--- config.mk ---
export PLATFORM = sky130hd
export DESIGN_NAME = msi_cap_regs
export DESIGN_NICKNAME = d
export VERILOG_FILES = /design/src/rtl/msi_cap_pkg.sv /design/src/rtl/msi_cap_ctrl.sv /design/src/rtl/msi_cap_dp.sv /design/src/rtl/msi_cap_regs.sv
export SDC_FILE = /design/constraint.sdc
export NUM_CORES = 1
export LEC_CHECK = 0
export BUFFER_PORTS_ARGS = -buffer_cell sky130_fd_sc_hd__buf_2
export CORE_ASPECT_RATIO = 0.7
export CORE_MARGIN = 2
export CORE_UTILIZATION = 55
export DETAILED_ROUTE_END_ITERATION = 10
export PLACE_DENSITY = 0.74
export SETUP_SLACK_MARGIN = 0.5
export SLEW_MARGIN = 5
export SYNTH_ARGS = -nofsm -noshare
export SYNTH_HDL_FRONTEND = slang
export SYNTH_SLANG_ARGS = --single-unit
--- constraint.sdc ---
create_clock -name clk -period 12.9 [get_ports clk]
set_input_delay 3.87 -clock clk [delete_from_list [all_inputs] [get_ports clk]]
set_output_delay 3.87 -clock clk [all_outputs]
set_load 0.02 [all_outputs]
--- src/rtl/msi_cap_pkg.sv ---
package msi_cap_pkg;
  localparam int MSI_VECS  = 32;
  localparam int MSI_VEC_W = $clog2(MSI_VECS);

  // strobes from control to datapath
  typedef struct packed {
    logic selHdr;
    logic selAddrLo;
    logic selAddrHi;
    logic selData;
    logic selMask;
    logic selPend;
    logic doWrite;
    logic launch;
    logic [MSI_VEC_W-1:0] launchVec;
  } strobe_t;

  // datapath state reported back to control
  typedef struct packed {
    logic en;
    logic [MSI_VECS-1:0] ready;
  } status_t;

  function automatic logic [31:0] mergeBytes(input logic [31:0] oldVal,
                                             input logic [31:0] newVal,
                                             input logic [3:0] be);
    logic [31:0] res;
    for (int i = 0; i < 4; i++)
      res[i*8 +: 8] = be[i] ? newVal[i*8 +: 8] : oldVal[i*8 +: 8];
    return res;
  endfunction
endpackage

--- src/rtl/msi_cap_ctrl.sv ---
module msi_cap_ctrl
  import msi_cap_pkg::*;
#(
  parameter bit ADDR64   = 1'b1,
  parameter bit MASKABLE = 1'b1
) (
  input  logic       clk,
  input  logic       rstN,
  input  logic       cfgValid,
  input  logic       cfgWrite,
  input  logic [7:0] cfgOffset,
  input  logic [3:0] cfgByteEn,
  input  status_t    stat,
  input  logic       msgAck,
  output strobe_t    strb,
  output logic       cfgHit,
  output logic       msgValid
);
  localparam int DATA_OFF = ADDR64 ? 12 : 8;
  localparam int MASK_OFF = DATA_OFF + 4;
  localparam int PEND_OFF = MASK_OFF + 4;
  localparam int CAP_LEN  = MASKABLE ? PEND_OFF + 4 : DATA_OFF + 2;

  logic [1:0] topByte;
  logic [8:0] endByte;
  logic [MSI_VEC_W-1:0] pickVec;
  logic anyReady;
  logic launch;

  // highest enabled byte decides whether the access stays inside the span
  always_comb begin
    topByte = 2'd0;
    for (int i = 0; i < 4; i++)
      if (cfgByteEn[i]) topByte = 2'(i);
    endByte = {1'b0, cfgOffset} + {7'd0, topByte};
    cfgHit  = cfgValid && (cfgByteEn != 4'd0) && (cfgOffset[1:0] == 2'b00)
              && (endByte < 9'(CAP_LEN));
  end

  // lowest ready vector wins
  always_comb begin
    pickVec = '0;
    for (int i = MSI_VECS - 1; i >= 0; i--)
      if (stat.ready[i]) pickVec = MSI_VEC_W'(i);
  end

  assign anyReady = |stat.ready;
  assign launch   = !msgValid && stat.en && anyReady;

  always_comb begin
    strb.selHdr    = cfgHit && (cfgOffset == 8'd0);
    strb.selAddrLo = cfgHit && (cfgOffset == 8'd4);
    strb.selAddrHi = cfgHit && ADDR64 && (cfgOffset == 8'd8);
    strb.selData   = cfgHit && (cfgOffset == 8'(DATA_OFF));
    strb.selMask   = cfgHit && MASKABLE && (cfgOffset == 8'(MASK_OFF));
    strb.selPend   = cfgHit && MASKABLE && (cfgOffset == 8'(PEND_OFF));
    strb.doWrite   = cfgHit && cfgWrite;
    strb.launch    = launch;
    strb.launchVec = pickVec;
  end

  always_ff @(posedge clk or negedge rstN) begin
    if (!rstN)       msgValid <= 1'b0;
    else if (launch) msgValid <= 1'b1;
    else if (msgAck) msgValid <= 1'b0;
  end
endmodule

--- src/rtl/msi_cap_dp.sv ---
module msi_cap_dp
  import msi_cap_pkg::*;
#(
  parameter bit       ADDR64   = 1'b1,
  parameter bit       MASKABLE = 1'b1,
  parameter bit [2:0] MMC_LOG2 = 3'd3,
  parameter bit [7:0] CAP_ID   = 8'h05,
  parameter bit [7:0] NEXT_PTR = 8'h00
) (
  input  logic                 clk,
  input  logic                 rstN,
  input  strobe_t              strb,
  input  logic [31:0]          cfgWdata,
  input  logic [3:0]           cfgByteEn,
  input  logic                 irqReq,
  input  logic [MSI_VEC_W-1:0] irqVec,
  output status_t              stat,
  output logic [31:0]          cfgRdata,
  output logic                 enabledPulse,
  output logic                 disabledPulse,
  output logic                 routeUpdate,
  output logic [63:0]          msgAddr,
  output logic [15:0]          msgData
);
  logic ctrlEn, extEn;
  logic [2:0] mme;
  logic [31:0] addrLo, addrHi, dataWord, maskBits, pendBits;

  logic ctrlEnN, extEnN;
  logic [2:0] mmeN;
  logic [31:0] addrLoN, addrHiN, dataWordN, maskBitsN, pendBitsN;
  logic [31:0] hdrMerged;
  logic [15:0] ctrlWord, lowMask;
  logic [MSI_VECS-1:0] setVec, clrVec;
  logic changed;

  assign ctrlWord = {5'd0, extEn, 1'b0, MASKABLE, ADDR64, mme, MMC_LOG2, ctrlEn};
  assign hdrMerged = mergeBytes({ctrlWord, NEXT_PTR, CAP_ID}, cfgWdata, cfgByteEn);

  assign setVec = (irqReq && ctrlEn) ? (MSI_VECS'(1) << irqVec) : '0;
  assign clrVec = strb.launch ? (MSI_VECS'(1) << strb.launchVec) : '0;

  always_comb begin
    ctrlEnN   = ctrlEn;
    mmeN      = mme;
    extEnN    = extEn;
    addrLoN   = addrLo;
    addrHiN   = addrHi;
    dataWordN = dataWord;
    maskBitsN = maskBits;
    if (strb.doWrite) begin
      if (strb.selHdr) begin
        ctrlEnN = hdrMerged[16];
        mmeN    = hdrMerged[22:20];
        extEnN  = hdrMerged[26];
      end
      if (strb.selAddrLo) addrLoN   = mergeBytes(addrLo, cfgWdata, cfgByteEn) & 32'hFFFF_FFFC;
      if (strb.selAddrHi) addrHiN   = mergeBytes(addrHi, cfgWdata, cfgByteEn);
      if (strb.selData)   dataWordN = mergeBytes(dataWord, cfgWdata, cfgByteEn);
      if (strb.selMask)   maskBitsN = mergeBytes(maskBits, cfgWdata, cfgByteEn);
    end
    pendBitsN = (pendBits & ~clrVec) | setVec;
  end

  assign changed = ({addrHiN, addrLoN} != {addrHi, addrLo}) || (dataWordN[15:0] != dataWord[15:0]);
  assign lowMask = (16'd1 << mme) - 16'd1;

  always_ff @(posedge clk or negedge rstN) begin
    if (!rstN) begin
      ctrlEn        <= 1'b0;
      mme           <= 3'd0;
      extEn         <= 1'b0;
      addrLo        <= '0;
      addrHi        <= '0;
      dataWord      <= '0;
      maskBits      <= '0;
      pendBits      <= '0;
      enabledPulse  <= 1'b0;
      disabledPulse <= 1'b0;
      routeUpdate   <= 1'b0;
      msgAddr       <= '0;
      msgData       <= '0;
    end else begin
      ctrlEn        <= ctrlEnN;
      mme           <= mmeN;
      extEn         <= extEnN;
      addrLo        <= addrLoN;
      addrHi        <= addrHiN;
      dataWord      <= dataWordN;
      maskBits      <= maskBitsN;
      pendBits      <= pendBitsN;
      enabledPulse  <= strb.doWrite && strb.selHdr && ctrlEnN && !ctrlEn;
      disabledPulse <= strb.doWrite && strb.selHdr && !ctrlEnN && ctrlEn;
      routeUpdate   <= strb.doWrite && ctrlEnN && changed;
      if (strb.launch) begin
        msgAddr <= {addrHi, addrLo};
        msgData <= (dataWord[15:0] & ~lowMask) | ({11'd0, strb.launchVec} & lowMask);
      end
    end
  end

  always_comb begin
    cfgRdata = '0;
    if (strb.selHdr)    cfgRdata = {ctrlWord, NEXT_PTR, CAP_ID};
    if (strb.selAddrLo) cfgRdata = addrLo;
    if (strb.selAddrHi) cfgRdata = addrHi;
    if (strb.selData)   cfgRdata = dataWord;
    if (strb.selMask)   cfgRdata = maskBits;
    if (strb.selPend)   cfgRdata = pendBits;
  end

  assign stat.en    = ctrlEn;
  assign stat.ready = pendBits & ~maskBits;
endmodule

--- src/rtl/msi_cap_regs.sv ---
module msi_cap_regs
  import msi_cap_pkg::*;
#(
  parameter bit       ADDR64   = 1'b1,
  parameter bit       MASKABLE = 1'b1,
  parameter bit [2:0] MMC_LOG2 = 3'd3,
  parameter bit [7:0] CAP_ID   = 8'h05,
  parameter bit [7:0] NEXT_PTR = 8'h00
) (
  input  logic        clk,
  input  logic        rstN,
  input  logic        cfgValid,
  input  logic        cfgWrite,
  input  logic [7:0]  cfgOffset,
  input  logic [3:0]  cfgByteEn,
  input  logic [31:0] cfgWdata,
  output logic [31:0] cfgRdata,
  output logic        cfgHit,
  input  logic        irqReq,
  input  logic [4:0]  irqVec,
  output logic        msgValid,
  input  logic        msgAck,
  output logic [63:0] msgAddr,
  output logic [15:0] msgData,
  output logic        enabledPulse,
  output logic        disabledPulse,
  output logic        routeUpdate
);
  strobe_t strb;
  status_t stat;
  logic statusEn;

  assign statusEn = stat.en;

  msi_cap_ctrl #(.ADDR64(ADDR64), .MASKABLE(MASKABLE)) u_ctrl (
    .clk(clk), .rstN(rstN), .cfgValid(cfgValid), .cfgWrite(cfgWrite),
    .cfgOffset(cfgOffset), .cfgByteEn(cfgByteEn), .stat(stat),
    .msgAck(msgAck), .strb(strb), .cfgHit(cfgHit), .msgValid(msgValid)
  );

  msi_cap_dp #(.ADDR64(ADDR64), .MASKABLE(MASKABLE), .MMC_LOG2(MMC_LOG2),
               .CAP_ID(CAP_ID), .NEXT_PTR(NEXT_PTR)) u_dp (
    .clk(clk), .rstN(rstN), .strb(strb), .cfgWdata(cfgWdata),
    .cfgByteEn(cfgByteEn), .irqReq(irqReq), .irqVec(irqVec), .stat(stat),
    .cfgRdata(cfgRdata), .enabledPulse(enabledPulse),
    .disabledPulse(disabledPulse), .routeUpdate(routeUpdate),
    .msgAddr(msgAddr), .msgData(msgData)
  );
endmodule

# After elaboration in Yosys (flattened, before gate mapping)
# Cells that the tools add are included.
[totals] reg_bits=249 latch_bits=0 ram_bits=0 mem_bits_ro=0 inputBits=55 output_inout_bits=117 word_cells=142 memories=0
[op_classes] add_sub_neg=2 mul=0 div=0 n_lt_le_gt_ge=1 eq_ne=7 shift=3 mux=64 bitwise=9 n_reduce_logical=37
[ops] operator="32-bit two-way mux" count=11
[ops] operator="5-bit two-way mux" count=32
[ops] operator="8-bit two-way mux" count=10
[ops] operator="32-bit AND" count=2
[ops] operator="64-bit inequality test" count=1
[ops] operator="32-bit inverter" count=2
[ops] operator="1-bit by 5-bit << shifter with 32-bit output, first input constant" count=2
[ops] operator="16-bit two-way mux" count=2
[ops] operator="32-bit OR" count=1
[ops] operator="32-bit OR reduction" count=1
[ops] operator="27-bit two-way mux" count=1
[ops] operator="3-bit AND reduction" count=8
[ops] operator="1-bit logical AND" count=20
[ops] operator="16-bit AND" count=1
[ops] operator="5-bit by 16-bit AND with 16-bit output" count=1
[ops] operator="8-bit by 4-bit equality test with 1-bit output, second input constant" count=2
[ops] operator="8-bit by 5-bit equality test with 1-bit output, second input constant" count=2
[ops] operator="16-bit inequality test" count=1
[ops] operator="16-bit inverter" count=1
[ops] operator="16-bit OR" count=1
[ops] operator="1-bit by 3-bit << shifter with 16-bit output, first input constant" count=1
[ops] operator="16-bit by 1-bit subtractor with 16-bit output, second input constant" count=1
[ops] operator="8-bit by 2-bit adder with 9-bit output" count=1
[ops] operator="9-bit by 5-bit < comparator with 1-bit output, second input constant" count=1
[ops] operator="other kinds (9)" count=17

# Logic depth before layout (Yosys ltp)
# Gate-level depths: netlist of run 1.
[logic_depth] word_depth=39 ltp_mapped=10 ltp_nobuf=9

# Hierarchy
# Synthesis of run 1 repeated with hierarchy kept, for this count alone.
[unflattened] cells_unflattened=1295 area_unflattened_um2=12560.8
[by_module_without_submodules] module="msi_cap_dp" instances=1 cells_per_inst=1206 area_per_inst_um2=11995.3 seq_area_each_um2=6206.0
[by_module_without_submodules] module="msi_cap_ctrl" instances=1 cells_per_inst=89 area_per_inst_um2=565.5 seq_area_each_um2=25.0

# Worst setup path before layout of run 1
# OpenSTA, ideal clock, no wires.
[synth_path] kind="input to output" start="input port cfgByteEn[3]" end="output port cfgRdata[25]" t_arrival_ps=5900 t_required_ps=9030 path_slack_ps=3130 path_stages=8 path_buffers=1 path_cell_list="or2_2 ha_1 a21oi_1 o2111ai_4 nor4_2 buf_2 a222oi_1 a31oi_1"
[synth_via] elab_chain_len=10 word_cells_on_any_way=17 cone_classes="1 x add/sub; 1 x order compare; 6 x mux; 9 x reduce/logical"
[synth_lines] item="start: declaration" line="msi_cap_regs.sv:15" text="input logic [3:0] cfgByteEn,"
[synth_lines] item="2-bit two-way mux / 4-bit nonzero test (equally long branches)" line="msi_cap_ctrl.sv:34, msi_cap_ctrl.sv:36"
[synth_lines] item="8-bit by 2-bit adder with 9-bit output / 1-bit logical AND (equally long branches)" line="msi_cap_ctrl.sv:35, msi_cap_ctrl.sv:36"
[synth_lines] item="9-bit by 5-bit < comparator with 1-bit output / 1-bit logical AND (equally long branches)" line="msi_cap_ctrl.sv:37, msi_cap_ctrl.sv:36"
[synth_lines] item="1-bit logical AND *" line="msi_cap_ctrl.sv:37" text="&& (endByte < 9'(CAP_LEN));"
[synth_lines] item="1-bit logical AND" line="msi_cap_ctrl.sv:52" text="strb.selAddrLo = cfgHit && (cfgOffset == 8'd4);"
[synth_lines] item="32-bit two-way mux" line="msi_cap_dp.sv:105" text="if (strb.selAddrLo) cfgRdata = addrLo;"
[synth_lines] item="32-bit two-way mux" line="msi_cap_dp.sv:106" text="if (strb.selAddrHi) cfgRdata = addrHi;"
[synth_lines] item="32-bit two-way mux" line="msi_cap_dp.sv:107" text="if (strb.selData) cfgRdata = dataWord;"
[synth_lines] item="32-bit two-way mux" line="msi_cap_dp.sv:108" text="if (strb.selMask) cfgRdata = maskBits;"
[synth_lines] item="32-bit two-way mux *" line="msi_cap_dp.sv:109" text="if (strb.selPend) cfgRdata = pendBits;"
[synth_lines] item="end: declaration" line="msi_cap_regs.sv:17" text="output logic [31:0] cfgRdata,"
# Every way passes the cells marked *; elsewhere a longest branch is shown, timed or not.

# Final worst setup path of run 1
[layout_path] start="input port cfgByteEn[3]" end="output port cfgRdata[0]"
[layout_via] elab_chain_len=11 word_cells_on_any_way=19 cone_classes="1 x add/sub; 1 x order compare; 7 x mux; 10 x reduce/logical"
[layout_lines] item="2-bit two-way mux / 4-bit nonzero test (equally long branches)" line="msi_cap_ctrl.sv:34, msi_cap_ctrl.sv:36"
[layout_lines] item="8-bit by 2-bit adder with 9-bit output / 1-bit logical AND (equally long branches)" line="msi_cap_ctrl.sv:35, msi_cap_ctrl.sv:36"
[layout_lines] item="9-bit by 5-bit < comparator with 1-bit output / 1-bit logical AND (equally long branches)" line="msi_cap_ctrl.sv:37, msi_cap_ctrl.sv:36"
[layout_lines] item="1-bit logical AND *" line="msi_cap_ctrl.sv:37"
[layout_lines] item="1-bit logical AND" line="msi_cap_ctrl.sv:51" text="strb.selHdr = cfgHit && (cfgOffset == 8'd0);"
[layout_lines] item="27-bit two-way mux" line="msi_cap_dp.sv:104" text="if (strb.selHdr) cfgRdata = {ctrlWord, NEXT_PTR, CAP_ID};"
[layout_lines] item="32-bit two-way mux" line="msi_cap_dp.sv:105"
[layout_lines] item="32-bit two-way mux" line="msi_cap_dp.sv:106"
[layout_lines] item="32-bit two-way mux" line="msi_cap_dp.sv:107"
[layout_lines] item="32-bit two-way mux" line="msi_cap_dp.sv:108"
[layout_lines] item="32-bit two-way mux *" line="msi_cap_dp.sv:109"
# Marked as above.

==> summary.txt, run 1 <==
Final setup fails: 0
Final worst path period need: 10700 ps
Synth async-reset ratio: 100.0%
Internal power: 1.290 mW
Postcts setup bufs: 0
Sw Share: 22.14%
DRT Wirelength: 37980 microns
I/O pins: 172
Initial Utilization: 56.09%
Maximum fanout along the worst path: 16
Clock Skews: 9.987 ps
H-tree levels: 1
TritonCTS Sinks: 249
Setup crit end kind: output port
Max Slew Vio Count: 0
Vias in the first global route: 10029
CP Data Required Time: 9030 ps
Cell Area, Placed: 13750 sq um
ANT cells: 0
DRT iter0 DRCs: 1183
RSZ-0062 raised after global routing: no
Post-Route Utilization: 64.71%
Fin area: 14640 sq um
Core area: 22620 sq um
Die ar.: 24320 sq um
Hold buffers post-CTS: 0
Largest net degree at the start of global routing: 99
Remaining Overflow, GRT: 0
Area of the mapped netlist: 12690 sq um
Synth-to-Final Area Change: 15.37%
Sequential share of the synthesized area: 49.11%
DP Worst Slack: 2324 ps
CP startpoint kind: input port
Gpl congestion: 0.9285
Cell variety after synth: 85
Clk pwr share: 48.1%
Num rows: 46
Fin crit share: 82.94%
Wire per inst: 23.54 microns
Clock Tree Buf Depth: 3
Detailed Routing Iterations Pass 1: 6
Final Non-Filler Cells: 1613
FMAX: 93.47 MHz
Root Buffer: clkbuf_16
Leak Pwr: 7.114 nW
Hold Fails Final Rpt: 0
Maximum vdd drop: 0.00009580 V
Post-Syn Nets: 1195
Synthesized area per cell: 11.15 sq um
Layout Nets: 1342
Post-route ant nets: 0
Vias: 10350
# resized after CTS: 0
Share of cells above drive strength 1: 33.21%
Power after layout: 1.656 mW
Clock insertion delay at the later pin of the skew report: 520 ps
Post-DP HPWL: 26550 microns
Cell count after synthesis: 1138
Net load switching power: 366.6 uW
PortBufs: 171
Num CTS Buffers: 25
CP arrival: 6830 ps
Logic gate share of total power: 4.3%
GRT Total Usage: 31.43%
Setup TNS: 0 ps
DRC: 0
CTS tree: done
First-pass GRT wire length: 58590 microns
Max_slew headroom: 21.93%
HP Class: reg2reg
Pwr dens: 113.2 nW/um^2
Seq cells post-synth: 249
Max-cap violation count: 0
Outcome: finished clean
Placed Cells: 1570
WHS: 478.8 ps
Worst-margin pin slew: 1171 ps
Crit Path Class: in2out
Post-synth EDFFs: 0
Final setup margin: 2201 ps
Yosys warning total: 0
Seq pwr share: 47.6%
Initial antenna violation count: 0
Die height: 131.1 microns
Top_reg_cell synth: dfrtp_1
Clock Pin Slew Worst Setup and Hold Paths: 60 ps
Die width: 185.5 microns
Drt via density: 6.417
-- path summary, 6_finish.rpt --
kind,slack [ps],start,to,depth (start not counted)
min in group asynchronous,3360,rstN,u_dp.msgAddr[33]$_DFFE_PN0P_,1
max in group asynchronous,8040,rstN,u_dp.msgAddr[28]$_DFFE_PN0P_,2
worst max register to register,9650,u_dp.pendBits[21]$_DFF_PN0_,u_dp.pendBits[27]$_DFF_PN0_,7
worst min-delay path,480,u_dp.msgAddr[8]$_DFFE_PN0P_,u_dp.msgAddr[8]$_DFFE_PN0P_,1
worst max-delay path,2200,cfgByteEn[3],cfgRdata[0],10
worst min register to register,480,u_dp.msgAddr[8]$_DFFE_PN0P_,u_dp.msgAddr[8]$_DFFE_PN0P_,1
-- critical path, stage by stage --
cell and delay [ps]:
buf_2 140, or2_2 330, ha_1 190, a21oi_1 270, o2111ai_4 230, nor2_1 230, and3_1 940, a211oi_1 120
a21oi_1 270, buf_2 220
-- flip-flops by register name (all words and copies together), names as in the netlist --
register / cells
u_dp.disabledPulse: 1
u_dp.addrLo: 32
u_dp.ctrlEn: 1
u_dp.routeUpdate: 1
u_dp.msgData: 16
u_dp.pendBits: 32
u_dp.extEn: 1
u_dp.msgAddr: 64
u_dp.dataWord: 32
u_dp.enabledPulse: 1
u_dp.mme: 3
u_ctrl.msgValid: 1
u_dp.addrHi: 32
u_dp.maskBits: 32
-- kinds of logic (layout without fill, tap and decap cells) --
logic type,after synthesis,in the layout,share of synthesized area (%)
AOI/OAI and AO/OA,254,254,14.57
xor gates and xnor gates,49,49,3.383
adders and majority gates,2,2,0.1972
buffers and inverters,109,272,3.738
DFF,249,249,49.11
muxes,179,179,15.87
and+or+nand+nor,296,296,13.14
-- cell type report --
class                   count  area, sq um
clock buffers              29        660.6
fillers                  1834         7981
clock inverters            14        226.5
repair buffers            182        948.4
well taps                 312        390.4
multi-input cells         780         6005
inverters                  47        176.4
flip-flops and latches    249         6231
-- synth_stat cells, types with 5 or more instances --
library cell | count | area (sq um)
xor2_1 | 30 | 262.8
nand2_1 | 80 | 300.3
mux2_2 | 173 | 1948
nor4_1 | 13 | 81.33
nand3_1 | 19 | 95.09
nor2b_1 | 22 | 137.6
a222oi_1 | 24 | 240.2
nor2_1 | 52 | 195.2
a221oi_1 | 7 | 61.31
o211ai_1 | 6 | 45.04
clkbuf_1 | 28 | 105.1
o21ai_0 | 56 | 280.3
buf_2 | 24 | 120.1
nor3_1 | 8 | 40.04
nor3b_1 | 5 | 37.54
nand4_1 | 13 | 81.33
inv_1 | 47 | 176.4
and4_1 | 5 | 43.79
o22ai_1 | 18 | 112.6
a211o_1 | 7 | 61.31
a22oi_1 | 18 | 135.1
dfrtp_1 | 249 | 6231
a221o_1 | 6 | 60.06
a22o_1 | 5 | 43.79
a21oi_1 | 31 | 155.2
nand2b_1 | 31 | 193.9
a31oi_1 | 15 | 93.84
xnor2_1 | 19 | 166.4
o41ai_1 | 6 | 52.55
o2bb2ai_1 | 7 | 61.31
and3_1 | 7 | 43.79
o31ai_1 | 9 | 67.56
-- layer usage --
metal	routed length, microns	global-route usage (%)	up-vias
met5	0	0	-
met2	16310	45.54	603
met4	724	7.133	0
met1	16900	47.82	5163
met3	4037	7.514	71
li1	-	-	4513
-- cell usage in the layout (no fill, tap or decap), types with 25 or more instances in the layout --
master,instances
mux2_2,173
nand2_1,80
xor2_1,30
nor2_1,51
clkbuf_16,25
a21oi_1,30
buf_2,170
inv_1,47
o21ai_0,56
dfrtp_1,249
nand2b_1,31
-- power by group through the flow --
stage / Clock [mW] / Combinational, mW / Sequential, mW
final: 0.796 / 0.0719 / 0.788
after detailed placement: 0 / 0.0714 / 0.803
after CTS: 0.803 / 0.0717 / 0.788
after global routing: 0.834 / 0.0790 / 0.788
after global placement: 0 / 0.0706 / 0.803
after floorplan: 0 / 0.0277 / 0.802
Power figures use the tool's default switching activity.
==> run 2, diff against run 1 <==
==> constraint.sdc (replaced) <==
create_clock -name clk -period 10.03 [get_ports clk]
set_input_delay 3.009 -clock clk [delete_from_list [all_inputs] [get_ports clk]]
set_output_delay 3.009 -clock clk [all_outputs]
set_load 0.02 [all_outputs]
==> run 2 against run 1 <==
  * Flip-flop and latch count did not move
  * Combinational power increased by 29%
  * Die area stayed put
  * First-iteration DRC count increased by 2.3%
  * Worst setup slack got worse by 970 ps
  * Routed wire length hardly changed
==> summary.txt, run 2 (synthesized netlist as in run 1, its figures left out) <==
PortBufs: 171 (unchanged)
Placed Cells: 1574 (+0.25%)
Final setup fails: 0 (unchanged)
Number of flip-flops under the largest register name: 64 (unchanged)
First-pass GRT wire length: 58110 microns (-0.82%)
Final worst path period need: 8803 ps
Crit-path max cell delay: 840 ps (-100 ps)
Vias: 10422 (+0.70%)
GRT Total Usage: 31.21% (-0.22 points)
Maximum fanout along the worst path: 16 (unchanged)
Leading cell type in the layout, fill and taps excluded: dfrtp_1
Max_slew headroom: 20.34% (-1.6 points)
Gpl congestion: 0.9464 (+1.9%)
CTS tree: done
Max Slew Vio Count: 0 (unchanged)
DRT Wirelength: 37990 microns (about the same)
Vias in the first global route: 9760 (-2.7%)
Root Buffer: clkbuf_16
ANT cells: 0 (unchanged)
Crit Path Class: in2out
Max-cap violation count: 0 (unchanged)
Leak Pwr: 7.169 nW (+0.78%)
Fill count: 1848 (+0.76%)
Worst-margin pin slew: 1192 ps (+21.35 ps)
Clock Pin Slew Worst Setup and Hold Paths: 60 ps (about the same)
Setup TNS: 0 ps (unchanged)
Postcts setup bufs: 0 (unchanged)
Initial Utilization: 56.09% (unchanged)
Die ar.: 24320 sq um (unchanged)
Fin crit share: 87.76%
Power after layout: 2.183 mW (+32%)
DRC: 0 (unchanged)
Top reg by flops: u_dp.msgAddr
Clock insertion delay at the later pin of the skew report: 530 ps (about the same)
Delay-heaviest family, CP: simple AND/OR/NAND/NOR gates
Setup crit end kind: output port
Worst-path cell chain: buf_2, or2_2, ha_1, a21oi_1, o2111ai_4, nor2_1, and3_1, a222oi_1, nand2_1, buf_2
DRT iter0 DRCs: 1210 (+2.3%)
# resized after CTS: 0 (unchanged)
FMAX: 113.6 MHz
Pwr dens: 148.2 nW/um^2 (+31%)
Clock Tree Buf Depth: 3 (unchanged)
Initial antenna violation count: 0 (unchanged)
CP arrival: 5790 ps (-1040 ps)
Maximum vdd drop: 0.0001117 V (+17%)
Post-DP HPWL: 27070 microns (+2.0%)
Post-Route Utilization: 65.12% (+0.41 points)
CP Data Required Time: 7020 ps (-2010 ps)
Remaining Overflow, GRT: 0 (unchanged)
I/O pins: 172 (unchanged)
Drt via density: 6.437 (+0.32%)
Hold buffers post-CTS: 0 (unchanged)
Num rows: 46 (unchanged)
H-tree levels: 1 (unchanged)
Share of cells above drive strength 1: 33.59% (+0.38 points)
Critical path buffers and inverters: 2 (unchanged)
HP Class: reg2reg
Largest net degree at the start of global routing: 108 (+9.1%)
TritonCTS Sinks: 249 (unchanged)
Clock Skews: 12.85 ps (+2.867 ps)
CP startpoint kind: input port
CP dominant cell by count: buf_2
Wire per inst: 23.47 microns (-0.33%)
WHS: 486.7 ps (+7.898 ps)
Synth-to-Final Area Change: 16.10%
Detailed Routing Iterations Pass 1: 6 (unchanged)
Num CTS Buffers: 25 (unchanged)
Die width: 185.5 microns (unchanged)
Hold Fails Final Rpt: 0 (unchanged)
Final Non-Filler Cells: 1619 (+0.37%)
Core area: 22620 sq um (unchanged)
Layout Nets: 1346 (+0.30%)
Post-route ant nets: 0 (unchanged)
Outcome: finished clean
RSZ-0062 raised after global routing: no
Slowest CP cell: and3_1
Die height: 131.1 microns (unchanged)
Commonest non-fill, non-tap cells in the layout: 249 x dfrtp_1, 173 x mux2_2, 170 x buf_2, 80 x nand2_1, 56 x o21ai_0
==> run 2: layout make-up <==
| cell class | count | area (sq um) | area share (%) |
|---|---|---|---|
| clock buffer | 33 | 725.7 | 4.927 |
| clock inverter | 12 | 224.0 | 1.520 |
| inverter | 47 | 176.4 | 1.198 |
| multi-input combinational | 780 | 6005 | 40.76 |
| sequential | 249 | 6231 | 42.30 |
| tap | 312 | 390.4 | 2.650 |
| timing repair buffer | 186 | 978.4 | 6.642 |
==> run 2: final timing paths <==
kind	startpoint	end	slack (ps)	depth (start not counted)
setup / recovery	cfgByteEn[3]	cfgRdata[22]	1230	10
hold / removal	u_dp.msgAddr[9]$_DFFE_PN0P_	u_dp.msgAddr[9]$_DFFE_PN0P_	490	1
setup reg to reg	u_dp.maskBits[8]$_DFFE_PN0P_	u_dp.msgData[2]$_DFFE_PN0P_	6550	8
hold reg to reg	u_dp.msgAddr[9]$_DFFE_PN0P_	u_dp.msgAddr[9]$_DFFE_PN0P_	490	1
max in group asynchronous	rstN	u_dp.maskBits[4]$_DFFE_PN0P_	6030	2
min in group asynchronous	rstN	u_dp.msgAddr[35]$_DFFE_PN0P_	2520	1
==> run 2: through the flow <==
step,setup slack [ps],area (sq um)
floorplan,1982,12690
global placement,1324,13780
detailed placement,1297,13780
CTS,1291,14730
global route,1093,14730
finish,1227,14730
==> run 2: worst reg2reg max path, delay by kind of cell (launching register included) <==
family,cells,cell delay [ps]
flip-flops,1,390
buffers and inverters,1,720
AND/OR/NAND/NOR,4,900
AO/OA/AOI/OAI,3,1380
==> run 2: where the power goes <==
group          internal, mW  total (mW)  switching (mW)  leakage [nW]
logic                0.0256      0.0924          0.0668          3.44
clock network         0.665        1.08           0.412         0.471
registers              1.01        1.01         0.00530          3.26
==> run 2: layer usage <==
metal,routed length (microns),track usage (%),vias to the layer above
met5,0,0,-
met3,4049,7.155,76
met1,16930,47.86,5210
met4,897,7.411,0
li1,-,-,4525
met2,16120,44.89,611
